`config.mk`:
```
export PLATFORM = sky130hd
export DESIGN_NAME = lossdet_top
export DESIGN_NICKNAME = d
export VERILOG_FILES = /design/src/rtl/lossdet_pkg.sv /design/src/rtl/lossdet_datapath.sv /design/src/rtl/lossdet_control.sv /design/src/rtl/lossdet_top.sv
export SDC_FILE = /design/constraint.sdc
export NUM_CORES = 1
export LEC_CHECK = 0
export CORE_MARGIN = 2
export CORE_UTILIZATION = 45
export DETAILED_ROUTE_END_ITERATION = 12
export DONT_BUFFER_PORTS = 1
export PLACE_DENSITY = 0.59
export RECOVER_POWER = 50
export SYNTH_ARGS = -nofsm -noshare
export SYNTH_HDL_FRONTEND = slang
export SYNTH_HIERARCHICAL = 1
export SYNTH_SLANG_ARGS = --single-unit
export TNS_END_PERCENT = 100
```
`constraint.sdc`:
```
create_clock -name clk -period 1.5 [get_ports clk]
set_input_delay 0.225 -clock clk [delete_from_list [all_inputs] [get_ports clk]]
set_output_delay 0.225 -clock clk [all_outputs]
set_load 0.05 [all_outputs]
```
`src/rtl/lossdet_pkg.sv`:
```
package lossdet_pkg;

  // Source selection: backup reference or recovered data
  typedef enum logic {
    SRC_REF  = 1'b0,
    SRC_DATA = 1'b1
  } srcState_t;

  // Strobes and flags from the datapath to the control
  typedef struct packed {
    logic squelch;        // external loss active in normal mode
    logic tick;           // last bit time of a prescaler block
    logic blockGood;      // block ending now held a transition
    logic runExpired;     // quiet-block limit reached
    logic squelchExpired; // squelch block limit reached
  } dpStatus_t;

endpackage

```
`src/rtl/lossdet_datapath.sv`:
```
module lossdet_datapath
  import lossdet_pkg::*;
#(
  parameter int BLOCK_LEN      = 16,
  parameter int LOSS_BLOCKS    = 7,
  parameter int SQUELCH_BLOCKS = 5,
  parameter int REF_DIV        = 8
) (
  input  logic      clk,
  input  logic      rstN,
  input  logic      serialIn,
  input  logic      loopData,
  input  logic      loopbackEn,
  input  logic      losInN,
  output logic      dataOut,
  output logic      refClkOut,
  output dpStatus_t status
);

  localparam int PS_W  = (BLOCK_LEN > 1) ? $clog2(BLOCK_LEN) : 1;
  localparam int RUN_W = $clog2(LOSS_BLOCKS + 1);
  localparam int SQ_W  = $clog2(SQUELCH_BLOCKS + 1);
  localparam int DIV_W = (REF_DIV > 1) ? $clog2(REF_DIV) : 1;
  localparam logic [PS_W-1:0]  PS_LAST  = PS_W'(BLOCK_LEN - 1);
  localparam logic [RUN_W-1:0] RUN_LIM  = RUN_W'(LOSS_BLOCKS);
  localparam logic [SQ_W-1:0]  SQ_LIM   = SQ_W'(SQUELCH_BLOCKS);
  localparam logic [DIV_W-1:0] DIV_LAST = DIV_W'(REF_DIV - 1);
  localparam logic [DIV_W-1:0] DIV_HALF = DIV_W'(REF_DIV / 2);

  logic squelch;
  logic selBit;
  logic prevBit;
  logic edgeSeen;
  logic tick;
  logic hadEdge;
  logic [PS_W-1:0]  prescale;
  logic [RUN_W-1:0] runBlocks;
  logic [SQ_W-1:0]  sqBlocks;
  logic [DIV_W-1:0] divCnt;

  // Input selection and squelch
  assign squelch  = ~loopbackEn & ~losInN;
  assign selBit   = loopbackEn ? loopData : (serialIn & losInN);
  assign dataOut  = selBit;
  assign edgeSeen = selBit ^ prevBit;
  assign tick     = (prescale == PS_LAST);

  always_ff @(posedge clk or negedge rstN) begin
    if (!rstN) prevBit <= 1'b0;
    else       prevBit <= selBit;
  end

  // Free-running block prescaler
  always_ff @(posedge clk or negedge rstN) begin
    if (!rstN)     prescale <= '0;
    else if (tick) prescale <= '0;
    else           prescale <= prescale + 1'b1;
  end

  // Quiet-block counter: a transition restarts it
  always_ff @(posedge clk or negedge rstN) begin
    if (!rstN)                             runBlocks <= '0;
    else if (edgeSeen)                     runBlocks <= '0;
    else if (tick && runBlocks != RUN_LIM) runBlocks <= runBlocks + 1'b1;
  end

  // Transition-in-block flag for recovery
  always_ff @(posedge clk or negedge rstN) begin
    if (!rstN)         hadEdge <= 1'b0;
    else if (tick)     hadEdge <= 1'b0;
    else if (edgeSeen) hadEdge <= 1'b1;
  end

  // Squelch duration counter
  always_ff @(posedge clk or negedge rstN) begin
    if (!rstN)                          sqBlocks <= '0;
    else if (!squelch)                  sqBlocks <= '0;
    else if (tick && sqBlocks != SQ_LIM) sqBlocks <= sqBlocks + 1'b1;
  end

  // Backup reference divider
  always_ff @(posedge clk or negedge rstN) begin
    if (!rstN)                  divCnt <= '0;
    else if (divCnt == DIV_LAST) divCnt <= '0;
    else                        divCnt <= divCnt + 1'b1;
  end

  assign refClkOut = (divCnt >= DIV_HALF);

  always_comb begin
    status                = '0;
    status.squelch        = squelch;
    status.tick           = tick;
    status.blockGood      = tick & (hadEdge | edgeSeen);
    status.runExpired     = (runBlocks == RUN_LIM);
    status.squelchExpired = (sqBlocks == SQ_LIM);
  end

  // Assertion support: cycles since the reference output last changed
  logic             prevRef;
  logic [DIV_W:0]   sinceFlip;
  always_ff @(posedge clk or negedge rstN) begin
    if (!rstN) begin
      prevRef   <= 1'b0;
      sinceFlip <= '0;
    end else begin
      prevRef <= refClkOut;
      if (refClkOut != prevRef)  sinceFlip <= (DIV_W+1)'(1);
      else if (sinceFlip != '1)  sinceFlip <= sinceFlip + 1'b1;
    end
  end

  AST_REF_HALF_PERIOD: assert property (@(posedge clk) disable iff (!rstN)
    (refClkOut != prevRef) |-> (sinceFlip == (DIV_W+1)'(REF_DIV / 2)));

  AST_EDGE_CLEARS_RUN: assert property (@(posedge clk) disable iff (!rstN)
    edgeSeen |=> !status.runExpired);

endmodule

```
`src/rtl/lossdet_control.sv`:
```
module lossdet_control
  import lossdet_pkg::*;
#(
  parameter int RECOVER_BLOCKS = 2
) (
  input  logic      clk,
  input  logic      rstN,
  input  dpStatus_t status,
  output logic      useReference,
  output logic      lockDet
);

  localparam int GOOD_W = $clog2(RECOVER_BLOCKS + 1);
  localparam logic [GOOD_W-1:0] GOOD_LAST = GOOD_W'(RECOVER_BLOCKS - 1);

  srcState_t state, stateNext;
  logic [GOOD_W-1:0] goodBlocks, goodNext;

  always_comb begin
    stateNext = state;
    goodNext  = goodBlocks;
    case (state)
      SRC_DATA: begin
        if (status.runExpired || status.squelchExpired) begin
          stateNext = SRC_REF;
          goodNext  = '0;
        end
      end
      default: begin
        if (status.squelch) begin
          goodNext = '0;
        end else if (status.blockGood) begin
          if (goodBlocks == GOOD_LAST) begin
            stateNext = SRC_DATA;
            goodNext  = '0;
          end else begin
            goodNext = goodBlocks + 1'b1;
          end
        end else if (status.tick) begin
          goodNext = '0;
        end
      end
    endcase
  end

  always_ff @(posedge clk or negedge rstN) begin
    if (!rstN) begin
      state      <= SRC_REF;
      goodBlocks <= '0;
    end else begin
      state      <= stateNext;
      goodBlocks <= goodNext;
    end
  end

  assign useReference = (state == SRC_REF);
  assign lockDet      = (state == SRC_DATA) & ~status.squelch;

  AST_RUN_SWITCH: assert property (@(posedge clk) disable iff (!rstN)
    (state == SRC_DATA && status.runExpired) |=> useReference);

  AST_SQUELCH_SWITCH: assert property (@(posedge clk) disable iff (!rstN)
    (state == SRC_DATA && status.squelchExpired) |=> useReference);

  AST_CLEAN_RECOVERY: assert property (@(posedge clk) disable iff (!rstN)
    $fell(useReference) |-> !$past(status.squelch));

  AST_RECOVER_ON_EDGE: assert property (@(posedge clk) disable iff (!rstN)
    $fell(useReference) |-> $past(status.blockGood));

endmodule

```
`src/rtl/lossdet_top.sv`:
```
module lossdet_top
  import lossdet_pkg::*;
#(
  parameter int BLOCK_LEN      = 16,
  parameter int LOSS_BLOCKS    = 7,
  parameter int SQUELCH_BLOCKS = 5,
  parameter int RECOVER_BLOCKS = 2,
  parameter int REF_DIV        = 8
) (
  input  logic clk,
  input  logic rstN,
  input  logic serialIn,
  input  logic loopData,
  input  logic loopbackEn,
  input  logic losInN,
  output logic dataOut,
  output logic useReference,
  output logic lockDet,
  output logic refClkOut
);

  dpStatus_t dpStatus;

  lossdet_datapath #(
    .BLOCK_LEN     (BLOCK_LEN),
    .LOSS_BLOCKS   (LOSS_BLOCKS),
    .SQUELCH_BLOCKS(SQUELCH_BLOCKS),
    .REF_DIV       (REF_DIV)
  ) u_datapath (
    .clk       (clk),
    .rstN      (rstN),
    .serialIn  (serialIn),
    .loopData  (loopData),
    .loopbackEn(loopbackEn),
    .losInN    (losInN),
    .dataOut   (dataOut),
    .refClkOut (refClkOut),
    .status    (dpStatus)
  );

  lossdet_control #(
    .RECOVER_BLOCKS(RECOVER_BLOCKS)
  ) u_control (
    .clk         (clk),
    .rstN        (rstN),
    .status      (dpStatus),
    .useReference(useReference),
    .lockDet     (lockDet)
  );

  AST_SQUELCH_ZERO: assert property (@(posedge clk) disable iff (!rstN)
    (!loopbackEn && !losInN) |-> (!dataOut && !lockDet));

  AST_LOCK_ONLY_ON_DATA: assert property (@(posedge clk) disable iff (!rstN)
    lockDet |-> !useReference);

endmodule

```
==> impl_results.md <==
* Status: finished, violations left
* Violated checks: negative setup slack
* Clock latency on the worst-skew pair at 290 ps
* TNS Setup at -195.7 ps
* Clk_skew at 3.058 ps
* Mapped cell area at 900.9 sq um
* GRT Overall Usage at 15.90%
* Worst setup SP type: flop
* Drt drc at 0
* Die area at 2376 sq um
* Unrepaired setup endpoints after global routing: true
* Pre-antenna DRT Iters at 4
* DR iter-0 viols at 4
* Worst-Margin Slew at 799.1 ps
* ANT nets after route at 0
* Most common cell in the netlist: dfrtp_1
* Port Buf Inserts at 0
* I/O pin cnt at 10
* DP Cell Count at 119
* DP Wirelength at 1.118 mm
* Num Clock Sinks at 18
* GP Congestion at 0.7256
* Largest net degree at the start of global routing at 19
* Slowest stage delay, CP at 380 ps
* Logic pwr share at 17.6%
* Register area share after synthesis at 50.00%
* Global-route wire length before repair at 2.829 mm
* Post-layout util at 55.99%
* Post-Synthesis Cells at 85
* Int Power at 0.6725 mW
* Sw Share at 28.24%
* CTS Buf Count at 3
* Share of layout cells above drive strength 1 at 18.81%
* Crit Path Category: reg -> reg
* Via density at 5.109
* Routed len/inst at 12.70 um
* Initial Util at 46.88%
* CTS tree: built
* Final Hold Fails at 0
* Fin worst setup slack at -80.41 ps
* Max-slew headroom at 46.55%
* Slowest CP cell: dfrtp_1
* Routed WL at 1.626 mm
* Avg Cell Area, Syn at 10.60 sq um
* Leak at 0.5575 nW
* Synth unique cells at 25
* Final min period at 1580 ps
* Most frequent cell on the critical path: a21oi_1
* CP required at 1680 ps
* Peak supply drop at 0.0006620 V
* PwrDens at 870.9 nW/um^2
* Largest area contributor in the netlist: dfrtp_1
* Syn. warnings at 6
* Setup violations, final at 3
* Post-synth top cells: dfrtp_1, nor2_1, ha_1, inv_1, nand2_1
* DR vias at 654
* Ranking of synthesized cells by area: dfrtp_1, ha_1, nor2_1
* Part of the power in the clock network at 24.4%
* Nets at 117
* Cells along the critical path: and3b_1 > a2111o_1 > o21a_1 > buf_4 > a21oi_1 > a21oi_1
* Post-synth top area share at 50.00%
* Placement Setup Slack at -67.85 ps
* Clock Pin Slew Worst Setup and Hold Paths at 90 ps
* Period utilisation layout at 105.4%
* Crit path DAT at 1760 ps
* Number of synthesized register bits at 18
* Initial antenna violation count at 0
* HP Class: in -> reg
* Die height at 48.74 um
* Reg power frac at 58.0%
* Asr flop ratio synth at 100.0%
* Layout area overhead at 19.44%
* Max-cap violations at 0
* Crit. End Element: flop
* Synth Net Count at 99
* CTS H-tree lvls at 1
* Post-synth EDFFs at 0
* Non-Filler Instances at 128
* Switching pwr at 0.2646 mW
* Deepest clock path buffer count at 2
* Clk root buf: clkbuf_4
* Vias in the first global route at 660
* Max-slew violation count at 0
* Fin Hold WS at 220.9 ps
* Ys flop type: dfrtp_1
* Die X at 48.74 um
* Overflow after GRT at 0
* Worst Path Max Fanout at 4
* FMAX at 0.6327 GHz
* Site Rows at 16
* Core Area at 1922 sq um
* Final antenna diode count at 0
per-stage QoR:
step	area [sq um]	total power, mW
floorplan	903.4	0.6544
global placement	993.5	0.6925
detailed placement	993.5	0.6933
CTS	1036	0.9425
global route	1076	1.003
finish	1076	0.9371
worst paths after layout:
path,slack (ps),start,depth (start not counted),endpoint
setup / recovery,-80,u_datapath/prevBit$_DFF_PN0_,6,u_control/goodBlocks[0]$_DFFE_PN0P_
hold / removal,220,losInN,2,u_datapath/sqBlocks[1]$_DFFE_PN0P_
setup reg to reg,-80,u_datapath/prevBit$_DFF_PN0_,6,u_control/goodBlocks[0]$_DFFE_PN0P_
hold reg to reg,460,u_datapath/divCnt[0]$_DFF_PN0_,1,u_datapath/divCnt[0]$_DFF_PN0_
max in group asynchronous,540,rstN,1,u_datapath/prescale[3]$_DFF_PN0_
min in group asynchronous,460,rstN,1,u_control/goodBlocks[1]$_DFFE_PN0P_
kinds of logic (layout without fill, tap and decap cells):
kind of cell / count (synthesis) / after routing / share of synthesized area, %
multiplexers: 3 / 3 / 3.333
buffers and inverters: 10 / 26 / 5.000
flip-flops: 18 / 18 / 50.00
AND/OR/NAND/NOR: 30 / 30 / 19.03
adder cells (fa/ha/maj): 8 / 8 / 11.11
XOR/XNOR: 2 / 2 / 1.945
AO/OA/AOI/OAI: 14 / 14 / 9.583
worst max-delay path: cells and delay by family, from the launching register on:
family / cells / cell delay [ps]
compound gates: 4 / 760
buf+inv: 1 / 150
simple gates: 1 / 190
flops: 1 / 380
state kept, by name, summed over array words and instances, names as in the netlist:
name and cells:
u_control/goodBlocks 2, u_control/state 1, u_datapath/divCnt 3, u_datapath/hadEdge 1
u_datapath/prescale 4, u_datapath/prevBit 1, u_datapath/runBlocks 3, u_datapath/sqBlocks 3
routing by layer:
| layer | vias to the layer above | global-route usage (%) | wire length, um |
|---|---|---|---|
| met5 | - | 0 | 0 |
| met1 | 307 | 18.99 | 666 |
| li1 | 332 | - | - |
| met3 | 4 | 1.852 | 41 |
| met4 | 0 | 10.00 | 44 |
| met2 | 11 | 27.17 | 874 |
final cells by class:
type	count	area (sq um)
fillers	179	845.8
flip-flops and latches	18	450.4
multi-input cells	57	422.9
repair buffers	16	120.1
well taps	27	33.78
inverters	7	26.28
clock buffers	3	22.52
placed cells by master (no fill, tap or decap):
| master | n |
|---|---|
| nand2_1 | 7 |
| ha_2 | 1 |
| nor2b_1 | 1 |
| ha_1 | 6 |
| a21oi_1 | 5 |
| and3b_1 | 1 |
| clkbuf_1 | 2 |
| clkbuf_4 | 3 |
| dfrtp_1 | 18 |
| nor4_2 | 1 |
| dlygate4sd3_1 | 3 |
| nor2_1 | 8 |
| nor4bb_1 | 1 |
| nor2_2 | 1 |
| o211ai_1 | 1 |
| and4b_1 | 1 |
| ha_4 | 1 |
| o21ai_0 | 4 |
| nor4_1 | 1 |
| nand4b_1 | 3 |
| and3_1 | 1 |
| a2111o_1 | 1 |
| xor2_1 | 2 |
| o21a_1 | 2 |
| inv_1 | 7 |
| and3b_2 | 1 |
| nand3_1 | 3 |
| a21boi_1 | 1 |
| mux2i_1 | 3 |
| buf_4 | 11 |
power by group through the flow:
stage | logic, mW | registers [mW] | clock network (mW)
2_1_floorplan | 0.109 | 0.545 | 0
3_3_place_gp | 0.141 | 0.552 | 0
3_5_place_dp | 0.140 | 0.553 | 0
4_1_cts | 0.155 | 0.543 | 0.244
5_1_grt | 0.182 | 0.547 | 0.274
6_report | 0.165 | 0.543 | 0.229
timing repair:
item                       in CTS  in global routing
setup endpoints to repair       2                  6
pin swaps                       1                  4
gates cloned                    0                  0
buffers inserted                0                  3
hold endpoints to repair       19                  1
resized for setup               0                  3
hold buffers                    2                  1
Power figures use the tool's default switching activity.
